==> config.mk <==
export PLATFORM = sky130hd
export DESIGN_NAME = exc_entry_seq
export DESIGN_NICKNAME = d
export VERILOG_FILES = /design/src/rtl/exc_entry_pkg.sv /design/src/rtl/exc_entry_arb.sv /design/src/rtl/exc_entry_tgt.sv /design/src/rtl/exc_entry_regs.sv /design/src/rtl/exc_entry_seq.sv
export SDC_FILE = /design/constraint.sdc
export NUM_CORES = 1
export LEC_CHECK = 0
export BUFFER_PORTS_ARGS = -buffer_cell sky130_fd_sc_hd__buf_2
export CORE_MARGIN = 2
export CORE_UTILIZATION = 49
export CTS_CLUSTER_SIZE = 10
export DETAILED_ROUTE_END_ITERATION = 12
export PLACE_DENSITY = 0.81
export REMOVE_ABC_BUFFERS = 1
export SLEW_MARGIN = 40
export SYNTH_ARGS = -nofsm -noshare
export SYNTH_HDL_FRONTEND = slang
export SYNTH_SLANG_ARGS = --single-unit
==> constraint.sdc <==
create_clock -name clk -period 6 [get_ports clk]
set_clock_uncertainty 0.05 [all_clocks]
set_input_delay 1.8 -clock clk [delete_from_list [all_inputs] [get_ports clk]]
set_output_delay 1.8 -clock clk [all_outputs]
set_load 0.005 [all_outputs]
==> src/rtl/exc_entry_pkg.sv <==
package exc_entry_pkg;
  localparam int CODE_W   = 12;
  localparam int SR_MD    = 30;
  localparam int SR_RB    = 29;
  localparam int SR_BL    = 28;
  localparam int SR_FD    = 15;
  localparam int SR_IM_LO = 4;
  localparam int SR_IM_W  = 4;

  localparam logic [CODE_W-1:0] C_POWERON  = 12'h000;
  localparam logic [CODE_W-1:0] C_MANUAL   = 12'h020;
  localparam logic [CODE_W-1:0] C_TLBMISSR = 12'h040;
  localparam logic [CODE_W-1:0] C_TLBMISSW = 12'h060;
  localparam logic [CODE_W-1:0] C_TLBMULTI = 12'h140;
  localparam logic [CODE_W-1:0] C_TRAP     = 12'h160;
  localparam logic [CODE_W-1:0] C_BLOCK_OK = 12'h1E0;

  typedef enum logic [2:0] {
    EVC_NONE,
    EVC_RESET,
    EVC_TLBMISS,
    EVC_GENERAL,
    EVC_TRAP,
    EVC_IRQ
  } evclass_t;

  function automatic evclass_t classify_exc(input logic [CODE_W-1:0] c);
    evclass_t r;
    case (c)
      C_POWERON, C_MANUAL, C_TLBMULTI: r = EVC_RESET;
      C_TLBMISSR, C_TLBMISSW:          r = EVC_TLBMISS;
      C_TRAP:                          r = EVC_TRAP;
      default:                         r = EVC_GENERAL;
    endcase
    return r;
  endfunction
endpackage

==> src/rtl/exc_entry_arb.sv <==
module exc_entry_arb
  import exc_entry_pkg::*;
#(
  parameter int LVL_W = SR_IM_W
) (
  input  logic              clk,
  input  logic              rst,
  input  logic              exc_valid,
  input  logic [CODE_W-1:0] exc_code,
  input  logic              irq_req,
  input  logic [LVL_W-1:0]  irq_level,
  input  logic              sr_bl,
  input  logic [LVL_W-1:0]  sr_imask,
  output logic              fire,
  output logic              sel_irq,
  output logic [CODE_W-1:0] eff_code,
  output evclass_t          cls
);
  logic irq_ok;
  logic masked_exc;

  assign irq_ok     = irq_req && !sr_bl && (irq_level > sr_imask);
  assign masked_exc = exc_valid && sr_bl && (exc_code != C_BLOCK_OK);
  assign eff_code   = masked_exc ? C_POWERON : exc_code;
  assign fire       = exc_valid || irq_ok;
  assign sel_irq    = !exc_valid && irq_ok;

  always_comb begin
    if (!fire)        cls = EVC_NONE;
    else if (sel_irq) cls = EVC_IRQ;
    else              cls = classify_exc(eff_code);
  end


  exc_wins_chk: assert property (@(posedge clk) disable iff (rst)
    exc_valid |-> (fire && !sel_irq && cls != EVC_IRQ));


  irq_level_chk: assert property (@(posedge clk) disable iff (rst)
    (cls == EVC_IRQ) |-> (irq_level > sr_imask));


  blocked_reset_chk: assert property (@(posedge clk) disable iff (rst)
    (exc_valid && sr_bl && exc_code != C_BLOCK_OK) |-> (cls == EVC_RESET && eff_code == '0));


  blocked_irq_chk: assert property (@(posedge clk) disable iff (rst)
    (sr_bl && !exc_valid) |-> !fire);
endmodule

==> src/rtl/exc_entry_tgt.sv <==
module exc_entry_tgt
  import exc_entry_pkg::*;
#(
  parameter int          XLEN     = 32,
  parameter logic [31:0] RESET_PC = 32'hA000_0000,
  parameter logic [31:0] OFS_GEN  = 32'h0000_0100,
  parameter logic [31:0] OFS_TLB  = 32'h0000_0400,
  parameter logic [31:0] OFS_IRQ  = 32'h0000_0600
) (
  input  evclass_t        cls,
  input  logic [XLEN-1:0] cur_sr,
  input  logic [XLEN-1:0] cur_pc,
  input  logic [XLEN-1:0] vbr,
  input  logic            in_dslot,
  output logic [XLEN-1:0] tgt_pc,
  output logic [XLEN-1:0] save_pc,
  output logic [XLEN-1:0] next_sr
);
  localparam logic [XLEN-1:0] STEP = XLEN'(2);

  function automatic logic [XLEN-1:0] calc_target(input evclass_t c, input logic [XLEN-1:0] base);
    logic [XLEN-1:0] r;
    case (c)
      EVC_RESET:   r = XLEN'(RESET_PC);
      EVC_TLBMISS: r = base + XLEN'(OFS_TLB);
      EVC_IRQ:     r = base + XLEN'(OFS_IRQ);
      default:     r = base + XLEN'(OFS_GEN);
    endcase
    return r;
  endfunction

  function automatic logic [XLEN-1:0] calc_saved(input evclass_t c, input logic [XLEN-1:0] pc,
                                                 input logic ds);
    logic [XLEN-1:0] r;
    r = ds ? (pc - STEP) : pc;
    if (c == EVC_TRAP) r = r + STEP;
    return r;
  endfunction

  function automatic logic [XLEN-1:0] calc_sr(input evclass_t c, input logic [XLEN-1:0] s);
    logic [XLEN-1:0] r;
    r = s;
    r[SR_BL] = 1'b1;
    r[SR_MD] = 1'b1;
    r[SR_RB] = 1'b1;
    if (c == EVC_RESET) begin
      r[SR_FD] = 1'b0;
      r[SR_IM_LO +: SR_IM_W] = '1;
    end
    return r;
  endfunction

  assign tgt_pc  = calc_target(cls, vbr);
  assign save_pc = calc_saved(cls, cur_pc, in_dslot);
  assign next_sr = calc_sr(cls, cur_sr);
endmodule

==> src/rtl/exc_entry_regs.sv <==
module exc_entry_regs
  import exc_entry_pkg::*;
#(
  parameter int          XLEN     = 32,
  parameter logic [31:0] RESET_PC = 32'hA000_0000
) (
  input  logic              clk,
  input  logic              rst,
  input  logic              load,
  input  logic              sel_irq,
  input  logic [CODE_W-1:0] eff_code,
  input  logic [CODE_W-1:0] irq_code,
  input  logic [XLEN-1:0]   next_sr,
  input  logic [XLEN-1:0]   tgt_pc,
  input  logic [XLEN-1:0]   save_pc,
  input  logic [XLEN-1:0]   cur_sr,
  input  logic [XLEN-1:0]   cur_r15,
  output logic [XLEN-1:0]   sr_o,
  output logic [XLEN-1:0]   pc_o,
  output logic [XLEN-1:0]   ssr_o,
  output logic [XLEN-1:0]   spc_o,
  output logic [XLEN-1:0]   sgr_o,
  output logic [CODE_W-1:0] expevt_o,
  output logic [CODE_W-1:0] intevt_o
);
  function automatic logic [XLEN-1:0] reset_sr();
    logic [XLEN-1:0] r;
    r = '0;
    r[SR_BL] = 1'b1;
    r[SR_MD] = 1'b1;
    r[SR_RB] = 1'b1;
    r[SR_IM_LO +: SR_IM_W] = '1;
    return r;
  endfunction

  always_ff @(posedge clk) begin
    if (rst) begin
      sr_o     <= reset_sr();
      pc_o     <= XLEN'(RESET_PC);
      ssr_o    <= '0;
      spc_o    <= '0;
      sgr_o    <= '0;
      expevt_o <= C_POWERON;
      intevt_o <= '0;
    end else if (load) begin
      sr_o  <= next_sr;
      pc_o  <= tgt_pc;
      ssr_o <= cur_sr;
      spc_o <= save_pc;
      sgr_o <= cur_r15;
      if (sel_irq) intevt_o <= irq_code;
      else         expevt_o <= eff_code;
    end
  end


  entry_bits_chk: assert property (@(posedge clk) disable iff (rst)
    load |=> (sr_o[SR_BL] && sr_o[SR_MD] && sr_o[SR_RB]));


  save_state_chk: assert property (@(posedge clk) disable iff (rst)
    load |=> (ssr_o == $past(cur_sr) && sgr_o == $past(cur_r15)));


  hold_chk: assert property (@(posedge clk) disable iff (rst)
    !load |=> ($stable(pc_o) && $stable(sr_o) && $stable(spc_o) && $stable(expevt_o) && $stable(intevt_o)));


  exc_keeps_intevt_chk: assert property (@(posedge clk) disable iff (rst)
    (load && !sel_irq) |=> $stable(intevt_o));
endmodule

==> src/rtl/exc_entry_seq.sv <==
module exc_entry_seq
  import exc_entry_pkg::*;
#(
  parameter int          XLEN     = 32,
  parameter int          LVL_W    = SR_IM_W,
  parameter int          DS_W     = 2,
  parameter logic [31:0] RESET_PC = 32'hA000_0000,
  parameter logic [31:0] OFS_GEN  = 32'h0000_0100,
  parameter logic [31:0] OFS_TLB  = 32'h0000_0400,
  parameter logic [31:0] OFS_IRQ  = 32'h0000_0600
) (
  input  logic              clk,
  input  logic              rst,
  input  logic              take_event,
  input  logic              exc_valid,
  input  logic [CODE_W-1:0] exc_code,
  input  logic              irq_req,
  input  logic [LVL_W-1:0]  irq_level,
  input  logic [CODE_W-1:0] irq_code,
  input  logic [XLEN-1:0]   cur_sr,
  input  logic [XLEN-1:0]   cur_pc,
  input  logic [XLEN-1:0]   cur_r15,
  input  logic [XLEN-1:0]   vbr,
  input  logic [DS_W-1:0]   dslot_flags,
  output logic              ack,
  output logic              dslot_clr,
  output logic [XLEN-1:0]   sr_o,
  output logic [XLEN-1:0]   pc_o,
  output logic [XLEN-1:0]   ssr_o,
  output logic [XLEN-1:0]   spc_o,
  output logic [XLEN-1:0]   sgr_o,
  output logic [CODE_W-1:0] expevt_o,
  output logic [CODE_W-1:0] intevt_o
);
  logic              fire;
  logic              sel_irq;
  logic [CODE_W-1:0] eff_code;
  evclass_t          cls;
  logic [XLEN-1:0]   tgt_pc;
  logic [XLEN-1:0]   save_pc;
  logic [XLEN-1:0]   next_sr;
  logic              in_dslot;

  assign in_dslot  = |dslot_flags;
  assign ack       = take_event && fire;
  assign dslot_clr = ack;

  exc_entry_arb #(.LVL_W(LVL_W)) u_arb (
    .clk       (clk),
    .rst       (rst),
    .exc_valid (exc_valid),
    .exc_code  (exc_code),
    .irq_req   (irq_req),
    .irq_level (irq_level),
    .sr_bl     (cur_sr[SR_BL]),
    .sr_imask  (cur_sr[SR_IM_LO +: LVL_W]),
    .fire      (fire),
    .sel_irq   (sel_irq),
    .eff_code  (eff_code),
    .cls       (cls)
  );

  exc_entry_tgt #(
    .XLEN(XLEN), .RESET_PC(RESET_PC),
    .OFS_GEN(OFS_GEN), .OFS_TLB(OFS_TLB), .OFS_IRQ(OFS_IRQ)
  ) u_tgt (
    .cls      (cls),
    .cur_sr   (cur_sr),
    .cur_pc   (cur_pc),
    .vbr      (vbr),
    .in_dslot (in_dslot),
    .tgt_pc   (tgt_pc),
    .save_pc  (save_pc),
    .next_sr  (next_sr)
  );

  exc_entry_regs #(.XLEN(XLEN), .RESET_PC(RESET_PC)) u_regs (
    .clk      (clk),
    .rst      (rst),
    .load     (ack),
    .sel_irq  (sel_irq),
    .eff_code (eff_code),
    .irq_code (irq_code),
    .next_sr  (next_sr),
    .tgt_pc   (tgt_pc),
    .save_pc  (save_pc),
    .cur_sr   (cur_sr),
    .cur_r15  (cur_r15),
    .sr_o     (sr_o),
    .pc_o     (pc_o),
    .ssr_o    (ssr_o),
    .spc_o    (spc_o),
    .sgr_o    (sgr_o),
    .expevt_o (expevt_o),
    .intevt_o (intevt_o)
  );


  reset_entry_chk: assert property (@(posedge clk) disable iff (rst)
    (ack && cls == EVC_RESET) |=> (pc_o == XLEN'(RESET_PC) && sr_o[SR_IM_LO +: SR_IM_W] == '1 && !sr_o[SR_FD]));


  irq_entry_chk: assert property (@(posedge clk) disable iff (rst)
    (ack && sel_irq) |=> (pc_o == $past(vbr) + XLEN'(OFS_IRQ) && intevt_o == $past(irq_code) && $stable(expevt_o)));


  dslot_clr_chk: assert property (@(posedge clk) disable iff (rst)
    dslot_clr |-> take_event);
endmodule

==> metrics.md, run 1 <==
| Metric | Value |
|---|---|
| GP Congestion | `0.997` |
| VDD IR max | `197 uV` |
| CP peak stage delay | `400 ps` |
| Min Clock Period, post-route | `5320 ps` |
| Ant diodes | `0` |
| Synth cell count leaders | `nand2_1 (245), dfxtp_1 (157), a21oi_1 (145)` |
| Wire length per cell after detailed routing | `17.4 um` |
| #FFs+latches synth | `157` |
| Clock latency on the worst-skew pair | `420 ps` |
| Final Slew Violations | `0` |
| Port Buffers | `345` |
| Ys flop type | `dfxtp_1` |
| Initial Utilization | `50.3%` |
| Setup tns final | `0 ps` |
| Fmax | `188 MHz` |
| Number of remaining DRC errors | `0` |
| Worst-Margin Slew | `800 ps` |
| Fill cells | `1622` |
| Placed Cells incl. Taps | `1675` |
| RSZ-0062 raised after global routing | `false` |
| Row count | `48` |
| Top cell type's share of synthesized area | `36.0%` |
| Final cycle utilization of the critical path | `88.7%` |
| Die height | `138 um` |
| CTS Hold Bufs | `0` |
| CP Launch Point | `cur_sr[5]` |
| CTS resizes | `0` |
| First-pass GRT wire length | `44.2 mm` |
| Worst r2r src | `u_regs.pc_o[28]` |
| Element type at the critical path start | `input port` |
| # setup viols final | `0` |
| YS warnings | `0` |
| Drt pass-1 iters | `5` |
| Post-synthesis cell count | `1186` |
| Reg clk slew, reported paths | `70 ps` |
| DP HPWL | `22.1 mm` |
| CTS tree | `yes` |
| Synth async-reset ratio | `0%` |
| Sequential share of the synthesized area | `36.0%` |
| Layout cells sized above 1 | `28.6%` |
| GRT Resource Usage Total | `29.7%` |
| Status | `completed` |
| CP endpoint kind | `primary output` |
| Final Hold Fails | `0` |
| CTS root buf | `clkbuf_16` |
| Synth area leader | `dfxtp_1` |
| Core Region | `17400 um2` |
| Total wire length | `29.6 mm` |
| Final worst slack | `681 ps` |
| Initial antenna violation count | `0` |
| Top area cells in the synthesized netlist | `dfxtp_1 (36%), nand2_1 (11%), a21oi_1 (8.3%)` |
| Largest net degree at the start of global routing | `80` |
| Number of library cell types mapped by synthesis | `73` |
| Hold path start | `u_regs.spc_o[17]` |
| Power per cell area | `243 nW/um2` |
| Vias | `9864` |
| Vias/cell | `5.78` |
| Post-DRT Antenna Nets | `0` |
| EDFF count, synth | `0` |
| H-tree depth | `4` |
| Most used cell, CP | `buf_2` |
| Mapped Area | `8740 um2` |
| Final Power | `2690 uW` |
| DR iter-0 viols | `702` |
| Setup Buffers After CTS | `0` |
| Die area | `18900 um2` |
| DIE WIDTH | `138 um` |
| HP Class | `reg -> reg` |
| Slowest library cell on the worst path | `o21ai_0` |
| Area Overhead vs Synth | `26.5%` |
| Vias in the first global route | `8804` |
| Worst path cell trace | `buf_2 > inv_1 > ha_1 > nor2b_1 > o21a_1 > o21ai_0 > a21oi_1 > o21ai_4 > inv_4 > buf_2` |
| Num CTS Buffers | `17` |
| Layout Cells excl Fill | `1707` |
| Most frequent cell after synthesis | `nand2_1` |
| GRT overflow | `0` |
| Maxcap violations | `0` |
| Layout net count | `1643` |
| Leak | `0.00480 uW` |
| Worst-path fanout max | `4` |
| Max Root-Sink Buffers | `2` |
| Core Util, Final | `63.7%` |
| Syn avg cell area | `7.37 um2` |
| CP required | `4150 ps` |
| Dpl ws | `674 ps` |
| Max transition margin | `46.7%` |
| Boundary Pins | `349` |
| Crit path kind | `in -> out` |
| CTS sink count | `157` |
| Worst EP arrival | `3470 ps` |
-- cells by family (layout without fill, tap and decap cells) --
kind of cell,after synthesis,after routing,share of synthesized area (%)
AOI/OAI and AO/OA,308,308,21.4
xor gates and xnor gates,54,54,5.41
adders and majority gates,11,11,1.58
buffers and inverters,123,417,6.62
DFF,157,157,36.0
muxes,7,7,0.831
other,1,3,0.0429
and+or+nand+nor,525,525,28.2
-- cells in the final DEF (no fill, tap or decap), types with 5 or more instances in the layout --
| master | netlist | routed |
|---|---|---|
| nor3b_1 | 5 | 5 |
| o221ai_1 | 6 | 6 |
| dfxtp_1 | 157 | 157 |
| buf_4 | 28 | 21 |
| or2_2 | 7 | 7 |
| o21ai_0 | 51 | 50 |
| ha_1 | 11 | 11 |
| nand4_1 | 21 | 21 |
| nand2b_1 | 7 | 7 |
| xor2_1 | 15 | 15 |
| buf_2 | 3 | 345 |
| nor2_1 | 80 | 80 |
| o21a_1 | 5 | 5 |
| a211oi_1 | 7 | 6 |
| clkbuf_16 | 0 | 17 |
| and3_1 | 8 | 8 |
| inv_8 | 0 | 5 |
| or3_1 | 10 | 10 |
| nand2_1 | 245 | 245 |
| o22ai_1 | 7 | 7 |
| inv_1 | 18 | 18 |
| nor4_1 | 14 | 14 |
| nor3_1 | 34 | 34 |
| a22oi_1 | 12 | 12 |
| xnor2_1 | 39 | 39 |
| nand3_1 | 57 | 57 |
| o211ai_1 | 12 | 12 |
| a21oi_1 | 145 | 145 |
| or4_1 | 6 | 6 |
| mux2i_1 | 5 | 5 |
| a31oi_1 | 5 | 5 |
-- where the power goes --
group	total, uW	switching [uW]	internal [uW]	leakage (uW)
Sequential	1130	30.5	1100	0.00128
Clock	1140	483	656	0.000305
Combinational	423	256	167	0.00321
-- flip-flops by register name (all words and copies together), names as in the netlist --
register and cells:
u_regs.sgr_o 32, u_regs.intevt_o 12, u_regs.pc_o 32, u_regs.sr_o 5, u_regs.ssr_o 32, u_regs.expevt_o 12
u_regs.spc_o 32
-- layout make-up --
type / count / area (um2) / area share [%]
inverter: 19 / 73.8 / 0.668
clock buffer: 19 / 453 / 4.10
multi-input combinational: 908 / 5050 / 45.7
timing repair buffer: 366 / 1880 / 17.1
clock inverter: 13 / 168 / 1.52
sequential: 157 / 3140 / 28.4
tap: 225 / 282 / 2.55
-- critical path, delay by kind of cell --
kind	cells	cell delay, ps
AOI/OAI and AO/OA	4	940
adders and majority gates	1	280
buffers and inverters	4	290
and+or+nand+nor	1	140
-- path summary, 6_finish.rpt --
kind / to / slack (ps) / cells after the start
min: u_regs.spc_o[17] / 400 / 2
min reg2reg: u_regs.spc_o[17] / 400 / 2
max reg2reg: u_regs.pc_o[28] / 5150 / 2
max: ack / 680 / 10
-- per-stage QoR --
stage / instance area, um2 / hold slack [ps]
detailed placement: 10400 / 391
floorplan: 8240 / 392
global placement: 10400 / 388
global route: 11000 / 420
CTS: 11000 / 400
finish: 11000 / 400
-- per-layer routing --
metal | vias to the layer above | track usage [%] | part of all wire, %
met5 | - | 0 | 0
met4 | 0 | 16.6 | 4.7
met3 | 87 | 4.75 | 8.5
met2 | 515 | 48.6 | 47
met1 | 4525 | 37.2 | 40
li1 | 4737 | - | -
Note: power is estimated with default switching activity, not from simulation.
==> run 2, diff against run 1 <==
==> constraint.sdc (replaced) <==
create_clock -name clk -period 5.8 [get_ports clk]
set_clock_uncertainty 0.05 [all_clocks]
set_input_delay 1.74 -clock clk [delete_from_list [all_inputs] [get_ports clk]]
set_output_delay 1.74 -clock clk [all_outputs]
set_load 0.005 [all_outputs]
==> metrics.md, run 2 (synthesized netlist as in run 1, its figures left out) <==
| Metric | Value |
|---|---|
| Max Root-Sink Buffers | `2` |
| Clock latency on the worst-skew pair | `420 ps` |
| Final Slew Violations | `0` |
| Port Buffers | `345` |
| HP Class | `reg -> reg` |
| Register area | `3140 um2` |
| Sequential Power Share | `42.7%` |
| GRT Resource Usage Total | `30.1%` |
| Final cycle utilization of the critical path | `92.4%` |
| Crit path kind | `in -> out` |
| Fill cells | `1568` |
| CTS resizes | `0` |
| Area Overhead vs Synth | `26.6%` |
| Post-route cell area | `11100 um2` |
| Vias in the first global route | `8603` |
| Worst-path fanout max | `4` |
| Post-DRT Antenna Nets | `0` |
| Worst EP arrival | `3570 ps` |
| Multi-input logic area | `5050 um2` |
| Worst-Margin Slew | `831 ps` |
| Logic gate share of total power | `16.2%` |
| Die area | `18900 um2` |
| CP endpoint kind | `primary output` |
| DIE WIDTH | `138 um` |
| CP required | `4010 ps` |
| Largest net degree at the start of global routing | `92` |
| Final Power | `2730 uW` |
| Most frequent cells in the layout | `buf_2 (345), nand2_1 (245), dfxtp_1 (157), a21oi_1 (145), nor2_1 (80)` |
| Core Region | `17400 um2` |
| Ant diodes | `0` |
| Sw frac | `29.6%` |
| H-tree depth | `4` |
| Clock Power Share | `41.1%` |
| Layout cells sized above 1 | `28.8%` |
| Wire length per cell after detailed routing | `17.5 um` |
| Number of remaining DRC errors | `0` |
| Die height | `138 um` |
| Vias/cell | `5.77` |
| Status | `completed` |
| CTS sink count | `157` |
| Element type at the critical path start | `input port` |
| VDD IR max | `195 uV` |
| Layout net count | `1647` |
| DP HPWL | `22.2 mm` |
| DR iter-0 viols | `814` |
| Reg clk slew, reported paths | `60 ps` |
| Boundary Pins | `349` |
| Num CTS Buffers | `17` |
| DP Area | `10500 um2` |
| Drt pass-1 iters | `5` |
| Leak | `0.00480 uW` |
| Int Power | `1920 uW` |
| Initial Utilization | `50.3%` |
| GP Congestion | `0.975` |
| First-pass GRT wire length | `44.7 mm` |
| Most common cell after layout, fill and taps aside | `buf_2` |
| Row count | `48` |
| Total wire length | `30.0 mm` |
| GRT overflow | `0` |
| Min Clock Period, post-route | `5360 ps` |
| Setup Buffers After CTS | `0` |
| Fmax | `187 MHz` |
| Placed Cells incl. Taps | `1679` |
| CTS root buf | `clkbuf_16` |
| Final Hold Fails | `0` |
| RSZ-0062 raised after global routing | `false` |
| Vias | `9875` |
| CTS tree | `yes` |
| Net Sw Power | `809 uW` |
| Layout Cells excl Fill | `1711` |
| Power per cell area | `247 nW/um2` |
| Initial antenna violation count | `0` |
| # setup viols final | `0` |
| Max transition margin | `44.2%` |
| Maxcap violations | `0` |
| CTS Hold Bufs | `0` |
[run 2: cell count changes in the layout (fill, tap and decap cells not counted), moves of 2 or more]
cell       previous run  this run
clkbuf_8              2         0
a2111oi_0             2         4
a2111oi_1             2         0
inv_6                 4         6
buf_4                21        24
[run 2: layer usage]
layer  track usage, %  share of wire [%]
met3             5.74                8.3
met1             38.7                 41
met4             14.3                3.7
met2             48.6                 47
met5                0                  0
[run 2: worst max-delay path: stages]
cell,delay (ps)
buf_2,90
inv_1,40
ha_1,290
nor2b_1,140
o21a_1,150
o21ai_0,530
a21oi_1,230
o21ai_4,200
inv_4,40
buf_2,120
[run 2: worst paths after layout]
| path | from | endpoint | slack [ps] | cells past startpoint |
|---|---|---|---|---|
| hold / removal | u_regs.spc_o[8] | u_regs.spc_o[8] | 400 | 2 |
| setup / recovery | cur_sr[5] | ack | 440 | 10 |
| setup reg to reg | u_regs.pc_o[28] | u_regs.pc_o[28] | 4940 | 2 |
| hold reg to reg | u_regs.spc_o[8] | u_regs.spc_o[8] | 400 | 2 |
[run 2: layout make-up]
cell class / count / share of cell area (%)
Multi-Input combinational cell: 908 / 45.7
Sequential cell: 157 / 28.4
Timing Repair Buffer: 370 / 17.3
Clock buffer: 17 / 3.85
Tap cell: 225 / 2.55
Clock inverter: 15 / 1.52
Inverter: 19 / 0.667
[run 2: metrics by stage]
stage | hold slack (ps) | TNS (ps) | utilization (%) | setup WS, ps
2_1_floorplan | 392 | -1048900 | - | -8840
3_3_place_gp | 386 | 0 | 60.2 | 615
3_5_place_dp | 393 | 0 | 60.3 | 369
4_1_cts | 402 | 0 | 63.7 | 471
5_1_grt | 418 | 0 | 63.7 | 317
6_report | 399 | 0 | 63.7 | 442
[run 2: power by group through the flow]
stage	clock network, uW	registers (uW)	logic [uW]
3_3_place_gp	0	1190	428
6_report	1120	1170	442
5_1_grt	1190	1170	486
3_5_place_dp	0	1190	436
2_1_floorplan	0	1190	194
4_1_cts	1140	1170	438
